File: src/rtl/lp_pkg.sv
package lp_pkg;

  typedef enum logic [1:0] {
    PS_NORMAL = 2'd0,
    PS_PDOWN  = 2'd1,
    PS_SREF   = 2'd2,
    PS_SUSP   = 2'd3
  } pstate_e;

  typedef enum logic [3:0] {
    ACT_NOP        = 4'd0,
    ACT_TABLE      = 4'd1,
    ACT_ENTER_PD   = 4'd2,
    ACT_ENTER_SR   = 4'd3,
    ACT_EXIT_PD    = 4'd4,
    ACT_EXIT_SR    = 4'd5,
    ACT_HOLD_LP    = 4'd6,
    ACT_SUSP_BEGIN = 4'd7,
    ACT_SUSP_END   = 4'd8,
    ACT_SUSP_HOLD  = 4'd9,
    ACT_MODE_WR    = 4'd10,
    ACT_SPMODE_WR  = 4'd11,
    ACT_ILLEGAL    = 4'd12,
    ACT_INVALID    = 4'd13
  } act_e;

  typedef struct packed {
    logic desel;
    logic nop;
    logic sref_cmd;
    logic mode_wr;
    logic spmode_wr;
  } cmd_cls_t;

endpackage

File: src/rtl/lp_cmd_class.sv
module lp_cmd_class
  import lp_pkg::*;
(
  input  logic     sel_n,
  input  logic     row_stb_n,
  input  logic     col_stb_n,
  input  logic     wr_stb_n,
  input  logic     spec_fn,
  output cmd_cls_t cls
);

  logic [2:0] strobes;
  assign strobes = {row_stb_n, col_stb_n, wr_stb_n};

  always_comb begin
    cls           = '0;
    cls.desel     = sel_n;
    cls.nop       = !sel_n && (strobes == 3'b111);
    cls.sref_cmd  = !sel_n && (strobes == 3'b001) && !spec_fn;
    cls.mode_wr   = !sel_n && (strobes == 3'b000) && !spec_fn;
    cls.spmode_wr = !sel_n && (strobes == 3'b000) && spec_fn;
  end

  // a command can be no more than one of deselect and no-op
  always_comb begin
    a_r3_cls_exclusive: assert ($onehot0({cls.desel, cls.nop, cls.sref_cmd, cls.mode_wr, cls.spmode_wr}));
  end

endmodule

File: src/rtl/lp_state_fsm.sv
module lp_state_fsm
  import lp_pkg::*;
(
  input  logic     clk,
  input  logic     rst,
  input  logic     clken_prev,
  input  logic     clken_now,
  input  logic     banks_idle,
  input  cmd_cls_t cls,
  output pstate_e  state,
  output act_e     action,
  output logic     illegal,
  output logic     sr_exit
);

  pstate_e    nxt;
  act_e       act_c;
  logic       bad_c;
  logic [1:0] pair;
  logic       quiet;

  assign pair  = {clken_prev, clken_now};
  assign quiet = cls.desel || cls.nop;

  always_comb begin
    nxt     = state;
    act_c   = ACT_NOP;
    bad_c   = 1'b0;
    sr_exit = 1'b0;
    case (state)
      PS_NORMAL: begin
        case (pair)
          2'b11: begin
            if (banks_idle && cls.mode_wr)        act_c = ACT_MODE_WR;
            else if (banks_idle && cls.spmode_wr) act_c = ACT_SPMODE_WR;
            else                                  act_c = ACT_TABLE;
          end
          2'b10: begin
            if (!banks_idle) begin
              nxt   = PS_SUSP;
              act_c = ACT_SUSP_BEGIN;
            end else if (quiet) begin
              nxt   = PS_PDOWN;
              act_c = ACT_ENTER_PD;
            end else if (cls.sref_cmd) begin
              nxt   = PS_SREF;
              act_c = ACT_ENTER_SR;
            end else begin
              bad_c = 1'b1;
              act_c = ACT_ILLEGAL;
            end
          end
          default: act_c = ACT_NOP;
        endcase
      end
      PS_PDOWN, PS_SREF: begin
        case (pair)
          2'b00: act_c = ACT_HOLD_LP;
          2'b01: begin
            if (quiet) begin
              nxt     = PS_NORMAL;
              sr_exit = (state == PS_SREF);
              act_c   = (state == PS_SREF) ? ACT_EXIT_SR : ACT_EXIT_PD;
            end else begin
              bad_c = 1'b1;
              act_c = ACT_ILLEGAL;
            end
          end
          default: act_c = ACT_INVALID;
        endcase
      end
      default: begin
        case (pair)
          2'b01: begin
            nxt   = PS_NORMAL;
            act_c = ACT_SUSP_END;
          end
          2'b11:   act_c = ACT_TABLE;
          default: act_c = ACT_SUSP_HOLD;
        endcase
      end
    endcase
  end

  always_ff @(posedge clk) begin
    if (rst) begin
      state   <= PS_NORMAL;
      action  <= ACT_NOP;
      illegal <= 1'b0;
    end else begin
      state   <= nxt;
      action  <= act_c;
      illegal <= bad_c;
    end
  end

  // equal clock-enable levels never move the state
  a_r2_equal_pair_hold: assert property (@(posedge clk) disable iff (rst)
    (!$past(rst) && ($past(clken_prev) == $past(clken_now))) |-> (state == $past(state)));

  // an illegal command leaves the state unchanged
  a_r9_illegal_keeps_state: assert property (@(posedge clk) disable iff (rst)
    (!$past(rst) && illegal) |-> (state == $past(state)));

  // low-power entry only with all banks idle
  a_r3_lp_entry_idle: assert property (@(posedge clk) disable iff (rst)
    (!$past(rst) && $past(state) == PS_NORMAL && (state == PS_PDOWN || state == PS_SREF))
      |-> $past(banks_idle));

  // suspend entered only on a falling clock enable with open banks
  a_r5_susp_entry: assert property (@(posedge clk) disable iff (rst)
    (!$past(rst) && $past(state) == PS_NORMAL && state == PS_SUSP)
      |-> ($past(clken_prev) && !$past(clken_now) && !$past(banks_idle)));

endmodule

File: src/rtl/lp_exit_lockout.sv
module lp_exit_lockout #(
  parameter int TRC_CYC = 7
) (
  input  logic clk,
  input  logic rst,
  input  logic load,
  output logic blocked
);

  localparam int CNT_W = (TRC_CYC < 2) ? 1 : $clog2(TRC_CYC + 1);
  localparam logic [CNT_W-1:0] FULL = CNT_W'(TRC_CYC);

  logic [CNT_W-1:0] cnt;
  logic [CNT_W-1:0] cnt_nxt;

  always_comb begin
    if (load)          cnt_nxt = FULL;
    else if (cnt != 0) cnt_nxt = cnt - 1'b1;
    else               cnt_nxt = cnt;
  end

  always_ff @(posedge clk) begin
    if (rst) begin
      cnt     <= '0;
      blocked <= 1'b0;
    end else begin
      cnt     <= cnt_nxt;
      blocked <= (cnt_nxt != 0);
    end
  end

  // every exit reloads the full window
  a_r7_reload: assert property (@(posedge clk) disable iff (rst)
    load |=> (cnt == FULL));

  // the window counts down by one per cycle
  a_r7_countdown: assert property (@(posedge clk) disable iff (rst)
    (!load && cnt != 0) |=> (cnt == $past(cnt) - 1'b1));

  // the count never exceeds the lockout length
  a_r7_bound: assert property (@(posedge clk) disable iff (rst)
    cnt <= FULL);

endmodule

File: src/rtl/dram_lowpower_ctrl.sv
module dram_lowpower_ctrl
  import lp_pkg::*;
#(
  parameter int TRC_CYC = 7
) (
  input  logic       clk,
  input  logic       rst,
  input  logic       clken_prev,
  input  logic       clken_now,
  input  logic       sel_n,
  input  logic       row_stb_n,
  input  logic       col_stb_n,
  input  logic       wr_stb_n,
  input  logic       spec_fn,
  input  logic       banks_idle,
  output logic [1:0] pwr_state,
  output logic       illegal,
  output logic       cmd_blocked,
  output logic [3:0] action
);

  cmd_cls_t cls;
  pstate_e  st;
  act_e     act;
  logic     sr_exit;

  lp_cmd_class u_class (
    .sel_n     (sel_n),
    .row_stb_n (row_stb_n),
    .col_stb_n (col_stb_n),
    .wr_stb_n  (wr_stb_n),
    .spec_fn   (spec_fn),
    .cls       (cls)
  );

  lp_state_fsm u_fsm (
    .clk        (clk),
    .rst        (rst),
    .clken_prev (clken_prev),
    .clken_now  (clken_now),
    .banks_idle (banks_idle),
    .cls        (cls),
    .state      (st),
    .action     (act),
    .illegal    (illegal),
    .sr_exit    (sr_exit)
  );

  lp_exit_lockout #(.TRC_CYC(TRC_CYC)) u_lock (
    .clk     (clk),
    .rst     (rst),
    .load    (sr_exit),
    .blocked (cmd_blocked)
  );

  assign pwr_state = st;
  assign action    = act;

  // the lockout starts only on the cycle after leaving self refresh
  a_r7_block_after_sr: assert property (@(posedge clk) disable iff (rst)
    $rose(cmd_blocked) |-> ($past(st) == PS_SREF && st == PS_NORMAL));

  // leaving a low-power state always lands in normal
  a_r6_exit_to_normal: assert property (@(posedge clk) disable iff (rst)
    (!$past(rst) && ($past(st) == PS_PDOWN || $past(st) == PS_SREF) && st != $past(st))
      |-> (st == PS_NORMAL));

endmodule

File: config.mk
export PLATFORM = sky130hd
export DESIGN_NAME = dram_lowpower_ctrl
export DESIGN_NICKNAME = d
export VERILOG_FILES = /design/src/rtl/lp_pkg.sv /design/src/rtl/lp_cmd_class.sv /design/src/rtl/lp_state_fsm.sv /design/src/rtl/lp_exit_lockout.sv /design/src/rtl/dram_lowpower_ctrl.sv
export SDC_FILE = /design/constraint.sdc
export NUM_CORES = 1
export LEC_CHECK = 0
export BUFFER_PORTS_ARGS = -buffer_cell sky130_fd_sc_hd__buf_2
export CORE_MARGIN = 1
export CORE_UTILIZATION = 50
export DETAILED_ROUTE_END_ITERATION = 12
export PLACE_DENSITY = 0.75
export RECOVER_POWER = 100
export SYNTH_ARGS = -nofsm -noshare
export SYNTH_HDL_FRONTEND = slang
export SYNTH_HIERARCHICAL = 1
export SYNTH_SLANG_ARGS = --single-unit
File: constraint.sdc
create_clock -name clk -period 3 [get_ports clk]
set_input_delay 0.3 -clock clk [delete_from_list [all_inputs] [get_ports clk]]
set_output_delay 0.3 -clock clk [all_outputs]
set_load 0.02 [all_outputs]
==> results of run 1 <==
==> cell families (layout without fill, tap and decap cells) <==
kind of cell               after synthesis  count (layout)  share of synthesized area (%)
AOI/OAI and AO/OA                       22              22                           20.9
adders and majority gates                6               6                           10.0
buffers and inverters                   13              30                           7.54
DFF                                     11              11                           29.5
muxes                                    1               1                           1.34
and+or+nand+nor                         35              35                           30.7
==> final cells by class <==
class / count / area (um2) / area share [%]
Clock buffer: 4 / 26.3 / 3.15
Sequential cell: 11 / 220 / 26.4
Inverter: 9 / 33.8 / 4.05
Timing Repair Buffer: 17 / 73.8 / 8.86
Multi-Input combinational cell: 64 / 460 / 55.3
Tap cell: 15 / 18.8 / 2.25
==> worst register-to-register path: cells and delay by family (launching register included) <==
family	cells	cell delay [ns]
DFF	1	0.40
adders and majority gates	1	0.41
buffers and inverters	1	0.08
AOI/OAI and AO/OA	2	0.32
and+or+nand+nor	1	0.41
==> sequential cells by signal (all words and copies together), names as in the netlist <==
name / count
u_fsm/action: 4
u_lock/cnt: 3
u_fsm/state: 2
u_lock/blocked: 1
u_fsm/illegal: 1
==> power groups by stage <==
stage	Combinational [mW]	Sequential, mW	Clock (mW)
floorplan	0.171	0.231	0
global placement	0.256	0.204	0
detailed placement	0.263	0.206	0
CTS	0.264	0.203	0.103
global route	0.287	0.209	0.107
finish	0.256	0.203	0.0983
==> cell usage after synthesis (all sizes together), types with 2 or more instances <==
library cell	instances
inv	9
o211ai	2
buf	3
a21oi	5
dfxtp	11
a31oi	2
nor3b	2
and4b	2
nor2b	2
nand4	2
o21a	2
nor2	8
nand2b	3
ha	6
and3b	2
nand3	3
o311ai	2
nand3b	2
nor3	3
==> routing by layer <==
layer / vias to the layer above / global-route usage, % / routed length [um]
met5: - / 0 / 0
met4: 0 / 12.5 / 19
met3: 2 / 4.89 / 71
met2: 26 / 35.3 / 723
met1: 316 / 26.3 / 700
li1: 364 / - / -
==> layout by cell type, fill, tap and decap left out, drive strengths merged, types with 3 or more instances in the layout <==
cell type  count
ha             6
buf            8
nor2           8
clkbuf        13
nand3          3
nand2b         3
nor3           3
a21oi          5
inv            9
dfxtp         11
==> how the worst max path moves through the flow <==
| stage | from | end | slack (ns) | cells after the start |
|---|---|---|---|---|
| after detailed placement | sel_n | u_fsm/state[1] | 1.02 | 6 |
| after CTS | sel_n | u_fsm/state[1] | 1.30 | 6 |
| final | sel_n | u_fsm/action[1] | 1.20 | 5 |
| after floorplan | spec_fn | u_fsm/state[1] | 1.22 | 5 |
| after global routing | sel_n | u_fsm/action[1] | 1.11 | 5 |
| after global placement | sel_n | u_fsm/state[1] | 1.05 | 6 |
==> impl_metrics.yaml, run 1 <==
setup_path:
  startpoint_type: "input pin"
  path_buf_inv: 1
  crit_fanout: 9
  critPathRequiredTime_ns: 3.16
  critPathKind: "in -> reg"
  crit_chain: "clkbuf_1 > and4b_1 > nor4b_1 > o32ai_1 > o21a_1"
  rrSetupSlack_ns: 1.31
  endpoint_kind: "flop"
  reg2reg_depth: 5
  path_delay_family: "simple AND/OR/NAND/NOR gates"
  cp_slowest_cell: "nor4b_1"
  cp_slowest_stage_delay_ns: 0.77
  reg2reg_to: "u_fsm/state[0]"
  crit_arrival_ns: 1.96
  r2r-start: "u_fsm/state[0]"
final_layout:
  n_antenna_cell: 0
  fillers: 139
  final_cells: 120
  finalInstanceArea_um2: 833
  drive_gt1_share_pct: 11.4
  final_nets: 122
  syn_to_final_growth_pct: 11.6
  fin_util_pct: 61.7
clock_network:
  postCtsSetupBuffers: 0
  root_buffer: "clkbuf_4"
  cts_made_buffers: 3
  clk_latency_ns: 0.26
  htree_levels: 1
  post_cts_resized: 0
  hold_buffers: 0
  cts_tree: "done"
  clkTransAtPathRegs_ns: 0.07
  clock_path_buffers: 2
  cts.sinks: 11
place:
  post-place-ws_ns: 1.02
  place_area_um2: 828
  port_buffers: 17
  dp_cells: 116
  gp_congestion: 0.864
  detailed_place_hpwl_um: 1190
global_route:
  grt_overflow: 0
  grtUsageTotal_pct: 21.8
  first_global_vias: 549
  antenna_found_initial: 0
  grt_max_degree: 13
  grt_pass1_wl_um: 2330
yosys:
  syn_nets: 104
  ys_ff_latch: 11
  netlist_instances: 88
  async_flop_share_pct: 0
  netlist_area_um2: 747
  synth.distinct_cells: 37
  yosys-top-cells-area: "dfxtp_1 (29%), ha_1 (10%), inv_1 (4.5%), nor2_1 (4.0%), a21oi_1 (3.4%)"
  synth_ff_type: "dfxtp_1"
  netlist.area_leader.share_pct: 29.5
  synth_edf_count: 0
  netlist.top_cell.by_area: "dfxtp_1"
  avgSynthCellArea_um2: 8.49
  yosysWarnings: 6
  yosysSeqAreaShare_pct: 29.5
power:
  p_leak_nw: 0.357
  power_density_nw_per_um2: 668
  max-vdd-ir-drop_mv: 0.317
  p_switching_mw: 0.218
  p_sw_share_pct: 39.1
  seqPwrFrac_pct: 36.4
  p_clk_share_pct: 17.7
  p_comb_share_pct: 45.9
  finalPower_mw: 0.557
  p_int_mw: 0.339
drt:
  viasPerCell: 5.90
  vias: 708
  dr.pass1.iters: 4
  drt-initial-drc-count: 31
  drc_errors: 0
  wl_um: 1510
  avgRoutedWirePerCell_um: 12.6
  ant_nets: 0
sta:
  finalWorstSetupSlack_ns: 1.20
  fin_hold_ws_ns: 0.340
  hold_viol_final: 0
  layout_min_cycle_time_ns: 1.80
  tns_ns: 0
  timing.slew.headroom_pct: 42.6
  drv_slew: 0
  timing.fmax_ghz: 0.557
  setup_violations: 0
  finClkSkew_ns: 0.00131
  rsz0062_at_grt: "false"
  fin_crit_sh_pct: 59.8
  tightest_slew_ns: 0.849
run_status:
  status: "complete, no violations"
floorplan:
  die_area_um2: 1650
  ios: 18
  die_h_um: 40.7
  rows: 13
  core-area_um2: 1350
  die_w_um: 40.7
  start_util_pct: 55.3
flow_run:
  max_cap_viol_count: 0
min_path:
  hold-path-endpoint: "u_lock/cnt[1]"
  hp-start: "rst"
  hold_path_class: "in -> reg"
  holdPathStages: 2
Note: power is estimated with default switching activity, not from simulation.
==> run 2: changes to the inputs <==
Settings changed: CORE_UTILIZATION 50 to 46, PLACE_DENSITY 0.75 to 0.73.
Clock period 3 ns to 1.5 ns, I/O delays scaled along.
==> run 2 against run 1 <==
Against the previous run: utilization rose by 0.73 points; clock power rose by 120%; total power rose by 110%; first-iteration DRC count fell by 55%; sequential share of layout area fell by 2.8 points; cell count rose by 7.5%; critical path depth did not move; sequential cell count did not move; via count rose by 6.8%; design area rose by 13%; sequential power rose by 96%; critical path type is now reg -> reg; critical endpoint is now u_fsm/action[3]; largest cell class unchanged.
==> impl_metrics.yaml, run 2 (synthesis results as in run 1) <==
final_layout:
  drive_gt1_share_pct: 26.5
  fillers: 154
  reg_top3: "u_fsm/action x4, u_lock/cnt x3, u_fsm/state x2"
  regMostFlops: "u_fsm/action"
  finalInstanceArea_um2: 941
  n_antenna_cell: 0
  largest_reg_flops: 4
  syn_to_final_growth_pct: 26.0
  layout_common_cells: "buf_2 (9), inv_1 (9), dfxtp_1 (9)"
  final_nets: 130
global_route:
  grt_pass1_wl_um: 2840
  grtUsageTotal_pct: 20.9
  antenna_found_initial: 0
  grt_overflow: 0
  first_global_vias: 698
  grt_max_degree: 13
place:
  detailed_place_hpwl_um: 1300
  place_area_um2: 898
  port_buffers: 17
  gp_congestion: 0.856
floorplan:
  core-area_um2: 1510
  ios: 18
  start_util_pct: 49.6
  die_w_um: 42.3
  rows: 14
  die_area_um2: 1790
  die_h_um: 42.3
drt:
  wl_um: 1740
  drc_errors: 0
  viasPerCell: 5.86
  vias: 756
  ant_nets: 0
  dr.pass1.iters: 4
  drt-initial-drc-count: 14
  avgRoutedWirePerCell_um: 13.5
clock_network:
  htree_levels: 1
  cts_tree: "done"
  cts.sinks: 11
  clkTransAtPathRegs_ns: 0.08
  clk_latency_ns: 0.28
  root_buffer: "clkbuf_4"
  cts_made_buffers: 3
  postCtsSetupBuffers: 0
  clock_path_buffers: 2
setup_path:
  critPathRequiredTime_ns: 1.68
  rrSetupSlack_ns: 0.08
  endpoint_kind: "flop"
  critPathKind: "reg -> reg"
  startpoint_type: "flop"
  crit_fanout: 9
  crit_arrival_ns: 1.60
run_status:
  status: "complete, no violations"
sta:
  timing.slew.headroom_pct: 65.4
  drv_slew: 0
  tightest_slew_ns: 0.518
  tns_ns: 0
  rsz0062_at_grt: "false"
  fin_crit_sh_pct: 94.6
  setup_violations: 0
  timing.fmax_ghz: 0.704
  hold_viol_final: 0
  finClkSkew_ns: 0.00725
  layout_min_cycle_time_ns: 1.42
power:
  power_density_nw_per_um2: 1270
  p_leak_nw: 0.413
  max-vdd-ir-drop_mv: 0.596
flow_run:
  max_cap_viol_count: 0
min_path:
  hold_path_class: "in -> reg"
-- run 2: cell count changes in the layout (fill, tap and decap cells not counted), sizes merged --
cell / change
buf: +9
clkbuf: -2
clkinv: +1
-- run 2: final timing paths --
path,start,end,cells after the start
worst max-delay path,u_fsm/state[0],u_fsm/action[3],5
worst min-delay path,rst,u_lock/cnt[2],2
worst max register to register,u_fsm/state[0],u_fsm/action[3],5
worst min register to register,u_lock/cnt[0],u_lock/cnt[0],3
-- run 2: report_power, final --
part           internal, mW  switching, mW
combinational         0.254          0.325
clock                0.0991          0.116
sequential            0.367         0.0307
total                 0.721          0.472
-- run 2: metal layers --
metal | vias to the layer above | track usage (%) | routed length [um]
met1 | 353 | 22.5 | 704
li1 | 375 | - | -
met2 | 23 | 37.2 | 922
met3 | 5 | 1.29 | 67
met5 | - | 0 | 0
met4 | 0 | 16.3 | 49
-- run 2: critical path, stage by stage, from the launching register on --
cell and delay, ns:
dfxtp_2 0.33, inv_1 0.05, ha_1 0.33, and3b_1 0.27, a22o_1 0.19, o21a_1 0.16
-- run 2: layout make-up --
type | instances | area, um2 | share of cell area, %
inverter | 9 | 33.8 | 3.59
sequential | 11 | 223 | 23.7
clock inverter | 1 | 5.00 | 0.532
clock buffer | 3 | 22.5 | 2.39
tap | 16 | 20.0 | 2.13
multi-input combinational | 64 | 502 | 53.3
timing repair buffer | 25 | 135 | 14.4
-- run 2: stage by stage --
stage                     setup slack, ns  utilization (%)  std cells  power (mW)  hold slack [ns]
after floorplan                   -0.0548                -         88       0.808            0.212
after global placement             -0.152             59.6        125       0.952            0.466
after detailed placement           -0.190             59.6        125       0.972            0.482
after CTS                          0.0696             61.5        129        1.18            0.182
after global routing               0.0153             62.5        129        1.29            0.192
final                              0.0805             62.5        129        1.19            0.186
-- run 2: timing repair --
action / CTS / global route
gates resized for setup: 0 / 5
hold buffers: 0 / 0
endpoints found under the setup margin: 0 / 4
